===== config.mk =====
export PLATFORM = sky130hd
export DESIGN_NAME = sdram_refresh_sched
export DESIGN_NICKNAME = d
export VERILOG_FILES = /design/src/rtl/sdram_ref_pkg.sv /design/src/rtl/refresh_interval_timer.sv /design/src/rtl/owed_refresh_counter.sv /design/src/rtl/refresh_fsm.sv /design/src/rtl/sdram_refresh_sched.sv
export SDC_FILE = /design/constraint.sdc
export NUM_CORES = 1
export LEC_CHECK = 0
export ABC_AREA = 1
export CORE_MARGIN = 4
export CORE_UTILIZATION = 50
export CTS_BUF_LIST = sky130_fd_sc_hd__clkbuf_16
export DETAILED_ROUTE_END_ITERATION = 10
export PLACE_DENSITY = 0.71
export SYNTH_ARGS = -nofsm -noshare
export SYNTH_HDL_FRONTEND = slang
export SYNTH_SLANG_ARGS = --single-unit

===== constraint.sdc =====
create_clock -name clk_i -period 6.3 [get_ports clk_i]
set_clock_uncertainty 0.05 [all_clocks]
set_input_delay 1.26 -clock clk_i [delete_from_list [all_inputs] [get_ports clk_i]]
set_output_delay 1.26 -clock clk_i [all_outputs]
set_load 0.03 [all_outputs]

===== src/rtl/sdram_ref_pkg.sv =====
package sdram_ref_pkg;
  typedef enum logic [2:0] {
    ST_IDLE, ST_PRE, ST_WAIT_RP, ST_REF, ST_WAIT_RC, ST_SR_ENTER, ST_SR_HOLD, ST_SR_EXIT
  } ref_state_e;

  // {ras_n, cas_n, we_n}
  localparam logic [2:0] CMD_NOP = 3'b111;
  localparam logic [2:0] CMD_PRE = 3'b010;
  localparam logic [2:0] CMD_REF = 3'b001;
endpackage


===== src/rtl/refresh_interval_timer.sv =====
module refresh_interval_timer #(
  parameter int INTERVAL = 781
) (
  input  logic clk_i,
  input  logic rst_ni,
  input  logic hold_i,
  output logic tick_o
);
  localparam int CW = (INTERVAL > 2) ? $clog2(INTERVAL) : 1;
  localparam logic [CW-1:0] LAST = CW'(INTERVAL - 1);

  logic [CW-1:0] cnt_q;

  assign tick_o = !hold_i && (cnt_q == LAST);

  always_ff @(posedge clk_i or negedge rst_ni) begin
    if (!rst_ni)           cnt_q <= '0;
    else if (hold_i)       cnt_q <= '0;
    else if (cnt_q == LAST) cnt_q <= '0;
    else                   cnt_q <= cnt_q + 1'b1;
  end
endmodule


===== src/rtl/owed_refresh_counter.sv =====
module owed_refresh_counter #(
  parameter int OWED_MAX = 8
) (
  input  logic clk_i,
  input  logic rst_ni,
  input  logic clear_i,
  input  logic inc_i,
  input  logic dec_i,
  output logic pending_o,
  output logic full_o
);
  localparam int OW = $clog2(OWED_MAX + 1);
  localparam logic [OW-1:0] TOP = OW'(OWED_MAX);

  logic [OW-1:0] owed_q;

  assign pending_o = (owed_q != '0);
  assign full_o    = (owed_q == TOP);

  always_ff @(posedge clk_i or negedge rst_ni) begin
    if (!rst_ni) owed_q <= '0;
    else if (clear_i) owed_q <= '0;
    else begin
      unique case ({inc_i, dec_i})
        2'b10:   if (!full_o)   owed_q <= owed_q + 1'b1;
        2'b01:   if (pending_o) owed_q <= owed_q - 1'b1;
        default: owed_q <= owed_q;
      endcase
    end
  end
endmodule


===== src/rtl/refresh_fsm.sv =====
module refresh_fsm
  import sdram_ref_pkg::*;
#(
  parameter int TRP_CYC = 3,
  parameter int TRC_CYC = 7
) (
  input  logic       clk_i,
  input  logic       rst_ni,
  input  logic       pending_i,
  input  logic       sleep_i,
  input  logic       grant_i,
  output logic       req_o,
  output logic       issue_ref_o,
  output logic       in_sr_o,
  output logic [2:0] cmd_o,
  output logic       a10_o,
  output logic       cke_o
);
  localparam int WMAX = (TRC_CYC > TRP_CYC) ? TRC_CYC : TRP_CYC;
  localparam int WW   = $clog2(WMAX + 1);

  ref_state_e    state_q, state_d;
  logic [WW-1:0] wcnt_q, wcnt_d;

  always_comb begin
    state_d = state_q;
    wcnt_d  = wcnt_q;
    unique case (state_q)
      ST_IDLE:     if ((pending_i || sleep_i) && grant_i) state_d = ST_PRE;
      ST_PRE:      begin wcnt_d = WW'(TRP_CYC - 1); state_d = ST_WAIT_RP; end
      ST_WAIT_RP:  if (wcnt_q == WW'(1)) state_d = sleep_i ? ST_SR_ENTER : ST_REF;
                   else wcnt_d = wcnt_q - 1'b1;
      ST_REF:      begin wcnt_d = WW'(TRC_CYC - 1); state_d = ST_WAIT_RC; end
      ST_WAIT_RC:  if (wcnt_q == WW'(1)) state_d = ST_IDLE;
                   else wcnt_d = wcnt_q - 1'b1;
      ST_SR_ENTER: state_d = ST_SR_HOLD;
      ST_SR_HOLD:  if (!sleep_i) state_d = ST_SR_EXIT;
      ST_SR_EXIT:  begin wcnt_d = WW'(TRC_CYC); state_d = ST_WAIT_RC; end
      default:     state_d = ST_IDLE;
    endcase
  end

  always_ff @(posedge clk_i or negedge rst_ni) begin
    if (!rst_ni) begin
      state_q <= ST_IDLE;
      wcnt_q  <= '0;
    end else begin
      state_q <= state_d;
      wcnt_q  <= wcnt_d;
    end
  end

  assign req_o       = (state_q != ST_IDLE) || pending_i || sleep_i;
  assign issue_ref_o = (state_q == ST_REF);
  assign in_sr_o     = (state_q == ST_SR_ENTER) || (state_q == ST_SR_HOLD);
  assign a10_o       = (state_q == ST_PRE);
  assign cke_o       = !in_sr_o;

  always_comb begin
    unique case (state_q)
      ST_PRE:              cmd_o = CMD_PRE;
      ST_REF, ST_SR_ENTER: cmd_o = CMD_REF;
      default:             cmd_o = CMD_NOP;
    endcase
  end
endmodule


===== src/rtl/sdram_refresh_sched.sv =====
module sdram_refresh_sched #(
  parameter int CLK_MHZ      = 100,
  parameter int RETENTION_MS = 64,
  parameter int ROW_COUNT    = 8192,
  parameter int TRP_NS       = 20,
  parameter int TRC_NS       = 70,
  parameter int OWED_MAX     = 8
) (
  input  logic       clk_i,
  input  logic       rst_ni,
  input  logic       grant_i,
  input  logic       sleep_req_i,
  output logic       req_o,
  output logic       urgent_o,
  output logic [2:0] cmd_o,
  output logic       a10_o,
  output logic       cke_o
);
  localparam int INTERVAL = (CLK_MHZ * 1000 * RETENTION_MS) / ROW_COUNT;
  localparam int TRP_RAW  = (TRP_NS * CLK_MHZ + 999) / 1000;
  localparam int TRC_RAW  = (TRC_NS * CLK_MHZ + 999) / 1000;
  localparam int TRP_CYC  = (TRP_RAW > 2) ? TRP_RAW : 2;
  localparam int TRC_CYC  = (TRC_RAW > 2) ? TRC_RAW : 2;

  logic tick, pending, full, issue_ref, in_sr;

  refresh_interval_timer #(.INTERVAL(INTERVAL)) u_timer (
    .clk_i  (clk_i),
    .rst_ni (rst_ni),
    .hold_i (in_sr),
    .tick_o (tick)
  );

  owed_refresh_counter #(.OWED_MAX(OWED_MAX)) u_owed (
    .clk_i     (clk_i),
    .rst_ni    (rst_ni),
    .clear_i   (in_sr),
    .inc_i     (tick),
    .dec_i     (issue_ref),
    .pending_o (pending),
    .full_o    (full)
  );

  refresh_fsm #(.TRP_CYC(TRP_CYC), .TRC_CYC(TRC_CYC)) u_fsm (
    .clk_i       (clk_i),
    .rst_ni      (rst_ni),
    .pending_i   (pending),
    .sleep_i     (sleep_req_i),
    .grant_i     (grant_i),
    .req_o       (req_o),
    .issue_ref_o (issue_ref),
    .in_sr_o     (in_sr),
    .cmd_o       (cmd_o),
    .a10_o       (a10_o),
    .cke_o       (cke_o)
  );

  assign urgent_o = full;
endmodule


==> summary.md <==
| Metric | Value |
|---|---|
| Outcome | finished, final reports clean |
| Routed met2 length | ~1300 um |
| Maximum fanout along the worst path | 4 |
| Tcrit/Tclk final | between 60 and 70% |
| Floorplan Core Area | 2540 um^2 |
| Share of synthesized cell area in full adder, half adder and majority cells | 8.27% |
| Achievable Freq | 252 MHz |
| Average detailed-routed wire length per instance | 11.7 um |
| Area added between synthesis and finish | 17.3% |
| Number of nets produced by synthesis | a little over 200 |
| Pin count of the biggest net entering global routing | 21 |
| Final min period | 3960 ps |
| Count of final setup violators | 0 |
| CP endpoint kind | primary output |
| Max-cap violations | 0 |
| Summed instance area of the synthesized netlist | 1360 um^2 |
| Number of search-and-repair iterations in the first detailed-routing pass | 4 |
| Die Width | 60.2 um |
| Sequential area share after synthesis | a little under two fifths |
| Routed vias | 1217 |
| Via count normalized by instance count | 5.20 |
| Post-CTS Hold Fix Bufs | 0 |
| Port-buffer cells | 10 |
| First DRT Iteration DRCs | 49 |
| # nets final | 218 |
| Yosys warning total | 0 |
| Worst stage delay on the critical path | between 600 and 700 ps |
| Maximum level of the CTS H-tree | 1 |
| CP required | 4990 ps |
| Fill cell total of the finished layout | 242 |
| Slew at the pin closest to its max-slew limit | about 880 ps |
| Cell types occupying the most area after synthesis | sky130_fd_sc_hd__dfrtp_1, sky130_fd_sc_hd__nand2_1, sky130_fd_sc_hd__nor2_1, sky130_fd_sc_hd__ha_1, sky130_fd_sc_hd__inv_1 |
| Maximum VDD drop | 0.258 mV |
| Endpoint arrival time on the critical path | 2650 ps |
| Final hold vios | 0 |
| Die extent in y | 60.2 um |
| Number of antenna violations at the first check in global routing | 0 |
| Diode insertion count for antenna repair | 0 |
| Number of DRC violations after detailed routing | 0 |
| Clock tree from TritonCTS | done |
| Maximum count of clock buffers along a single path | 2 |
| Most numerous cell types in the synthesized netlist | sky130_fd_sc_hd__nand2_1, sky130_fd_sc_hd__nor2_1, sky130_fd_sc_hd__inv_1 |
| Initial Utilization | 53.5% |
| Number of synthesized flops with an enable pin | 0 |
| Num ports | 11 |
| Sink Count | 20 |
| Internal reg-to-reg setup slack | roughly 3800 ps |
| Fraction of the mapped netlist area in compound gates | 7.26% |
| Main combinational cell family by area after synthesis | simple AND/OR/NAND/NOR gates |
| Met3 layer wire length in the routed design | around 120 um |
| Post-Syn Instances | 191 |
| Sort of element at the start of the critical path | input pin |
| Share of the synthesized area in the top cell type | between 30% and 40% |
| Most frequently used cell type in the post-synthesis netlist | sky130_fd_sc_hd__nand2_1 |
| Wire length of the first global-routing pass | 4840 um |
| Hold WC Path Type | reg -> reg |
| Root buffer cell | sky130_fd_sc_hd__clkbuf_16 |
| Highest routed metal layer | met4 |
| Final standard cell area without fillers | roughly 1600 um^2 |
| Power density normalized to cell area | 489 nW/um^2 |
| Mean post-synth cell area | 7.13 um^2 |
| TritonCTS Buffers | 3 |
| Post-synthesis mux area share | 0% |
| Post-synthesis simple-gate area fraction | 34.0% |
| Post-synth top area cell | sky130_fd_sc_hd__dfrtp_1 |
| WL final | 2730 um |
| Unrepaired setup endpoints after global routing | no |
| Final Max Tran Viols | 0 |
| CP Class | in -> out |
| Clock transition at the registers of the reported paths | ~60 ps |
| Netlist cell types | 24 |
| Overall overflow remaining after global route | 0 |
| Number of nets with antenna violations after detailed routing | 0 |
| Area of the die | between 3000 and 4000 um^2 |
| Fraction of layout instances using a drive strength above 1 | 7.35% |
| Number of global-route vias before repair | 1168 |
| Yosys reg bits | 20 |
| Clk_lat worst skew | 250 ps |
| Xor/xnor share of the synthesized area | 5.15% |
| Placement Cell Area | 1490 um^2 |
| Cells resized by post-CTS repair | 0 |
| Buffers inserted during post-CTS setup optimization | 0 |
| Fraction of registers with async set/reset | between 90% and 100% |
| Relative slew slack | between 40% and 50% |
| Leakage | ~0.84 nW |
| HPWL after DPL | between 2000 and 2500 um |
| Slowest cell on the critical path | sky130_fd_sc_hd__clkdlybuf4s50_1 |
| GRT Util Overall | 17.8% |
| Critical path, cell by cell | clkdlybuf4s50_1, inv_1, nand4_1, clkdlybuf4s50_1 |
| Cell seen most often among critical-path stages | sky130_fd_sc_hd__clkdlybuf4s50_1 |
| Most used DFF post-synth | sky130_fd_sc_hd__dfrtp_1 |
| Met1 wire length | roughly 1200 um |
| Placer Congestion | 0.951 |
| Standard-cell rows | 18 |
| Total negative slack | 0 ps |
==> worst paths after layout <==
kind | cells after the start | from | to
worst max-delay path | 4 | sleep_req_i | req_o
worst min-delay path | 1 | u_timer.cnt_q[0] | u_timer.cnt_q[0]
worst max register to register | 14 | u_fsm.state_q[2] | u_owed.owed_q[2]
worst min register to register | 1 | u_timer.cnt_q[0] | u_timer.cnt_q[0]
max in group asynchronous | 1 | rst_ni | u_owed.owed_q[1]
min in group asynchronous | 1 | rst_ni | u_fsm.wcnt_q[2]
==> sequential cells by signal, indices dropped and copies added, names as in the netlist <==
register and cells:
u_fsm.state_q 3, u_timer.cnt_q 10, u_owed.owed_q 4, u_fsm.wcnt_q 3
==> final cells by class <==
type / instances / area, um^2 / share of cell area [%]
Clock buffer: 3 / 75.1 / 4.70
Clock inverter: 1 / 30.0 / 1.88
Inverter: 29 / 109 / 6.82
Multi-Input combinational cell: 141 / 744 / 46.6
Sequential cell: 20 / 500 / 31.3
Tap cell: 30 / 37.5 / 2.35
Timing Repair Buffer: 10 / 100 / 6.27
==> layout by cell type, fill, tap and decap left out, drive strengths merged, types with 3 or more instances in the layout <==
cell / n
a21oi: 4
clkbuf: 3
clkdlybuf4s50: 10
dfrtp: 20
ha: 9
inv: 29
nand2: 50
nand3: 16
nor2: 34
o21ai: 11
xnor2: 3
xor2: 5
==> critical path, delay by kind of cell <==
kind	cells	cell delay (ps)
buffers and inverters	3	1250
AND/OR/NAND/NOR	1	140
==> logic make-up after synthesis <==
logic type | after synthesis
flops | 20
simple gates | 107
compound gates | 17
buf+inv | 30
xor+xnor | 8
fa+ha+maj | 9
==> stage by stage <==
step / std cells / setup slack (ps) / power (W) / util [%] / hold WS (ps)
floorplan: 191 / 3300 / 0.000507 / - / 422
global placement: 230 / 2380 / 0.000594 / 58.6 / 449
detailed placement: 230 / 2360 / 0.000607 / 58.6 / 469
CTS: 234 / 2350 / 0.000787 / 62.7 / 477
global route: 234 / 2280 / 0.000854 / 62.7 / 512
finish: 234 / 2340 / 0.000781 / 62.7 / 477
==> where the power goes <==
group | total, W | switching, W | internal (W)
Combinational | 0.000378 | 0.000235 | 0.000143
Clock | 0.000173 | 0.0000465 | 0.000126
Sequential | 0.000230 | 0.0000558 | 0.000174
Total | 0.000781 | 0.000337 | 0.000443
==> metal layers <==
layer,vias up,GRT usage (%)
met1,560,20.6
met2,23,30.6
met5,-,0
li1,628,-
met4,0,10.4
met3,6,3.02
Power figures use the tool's default switching activity.
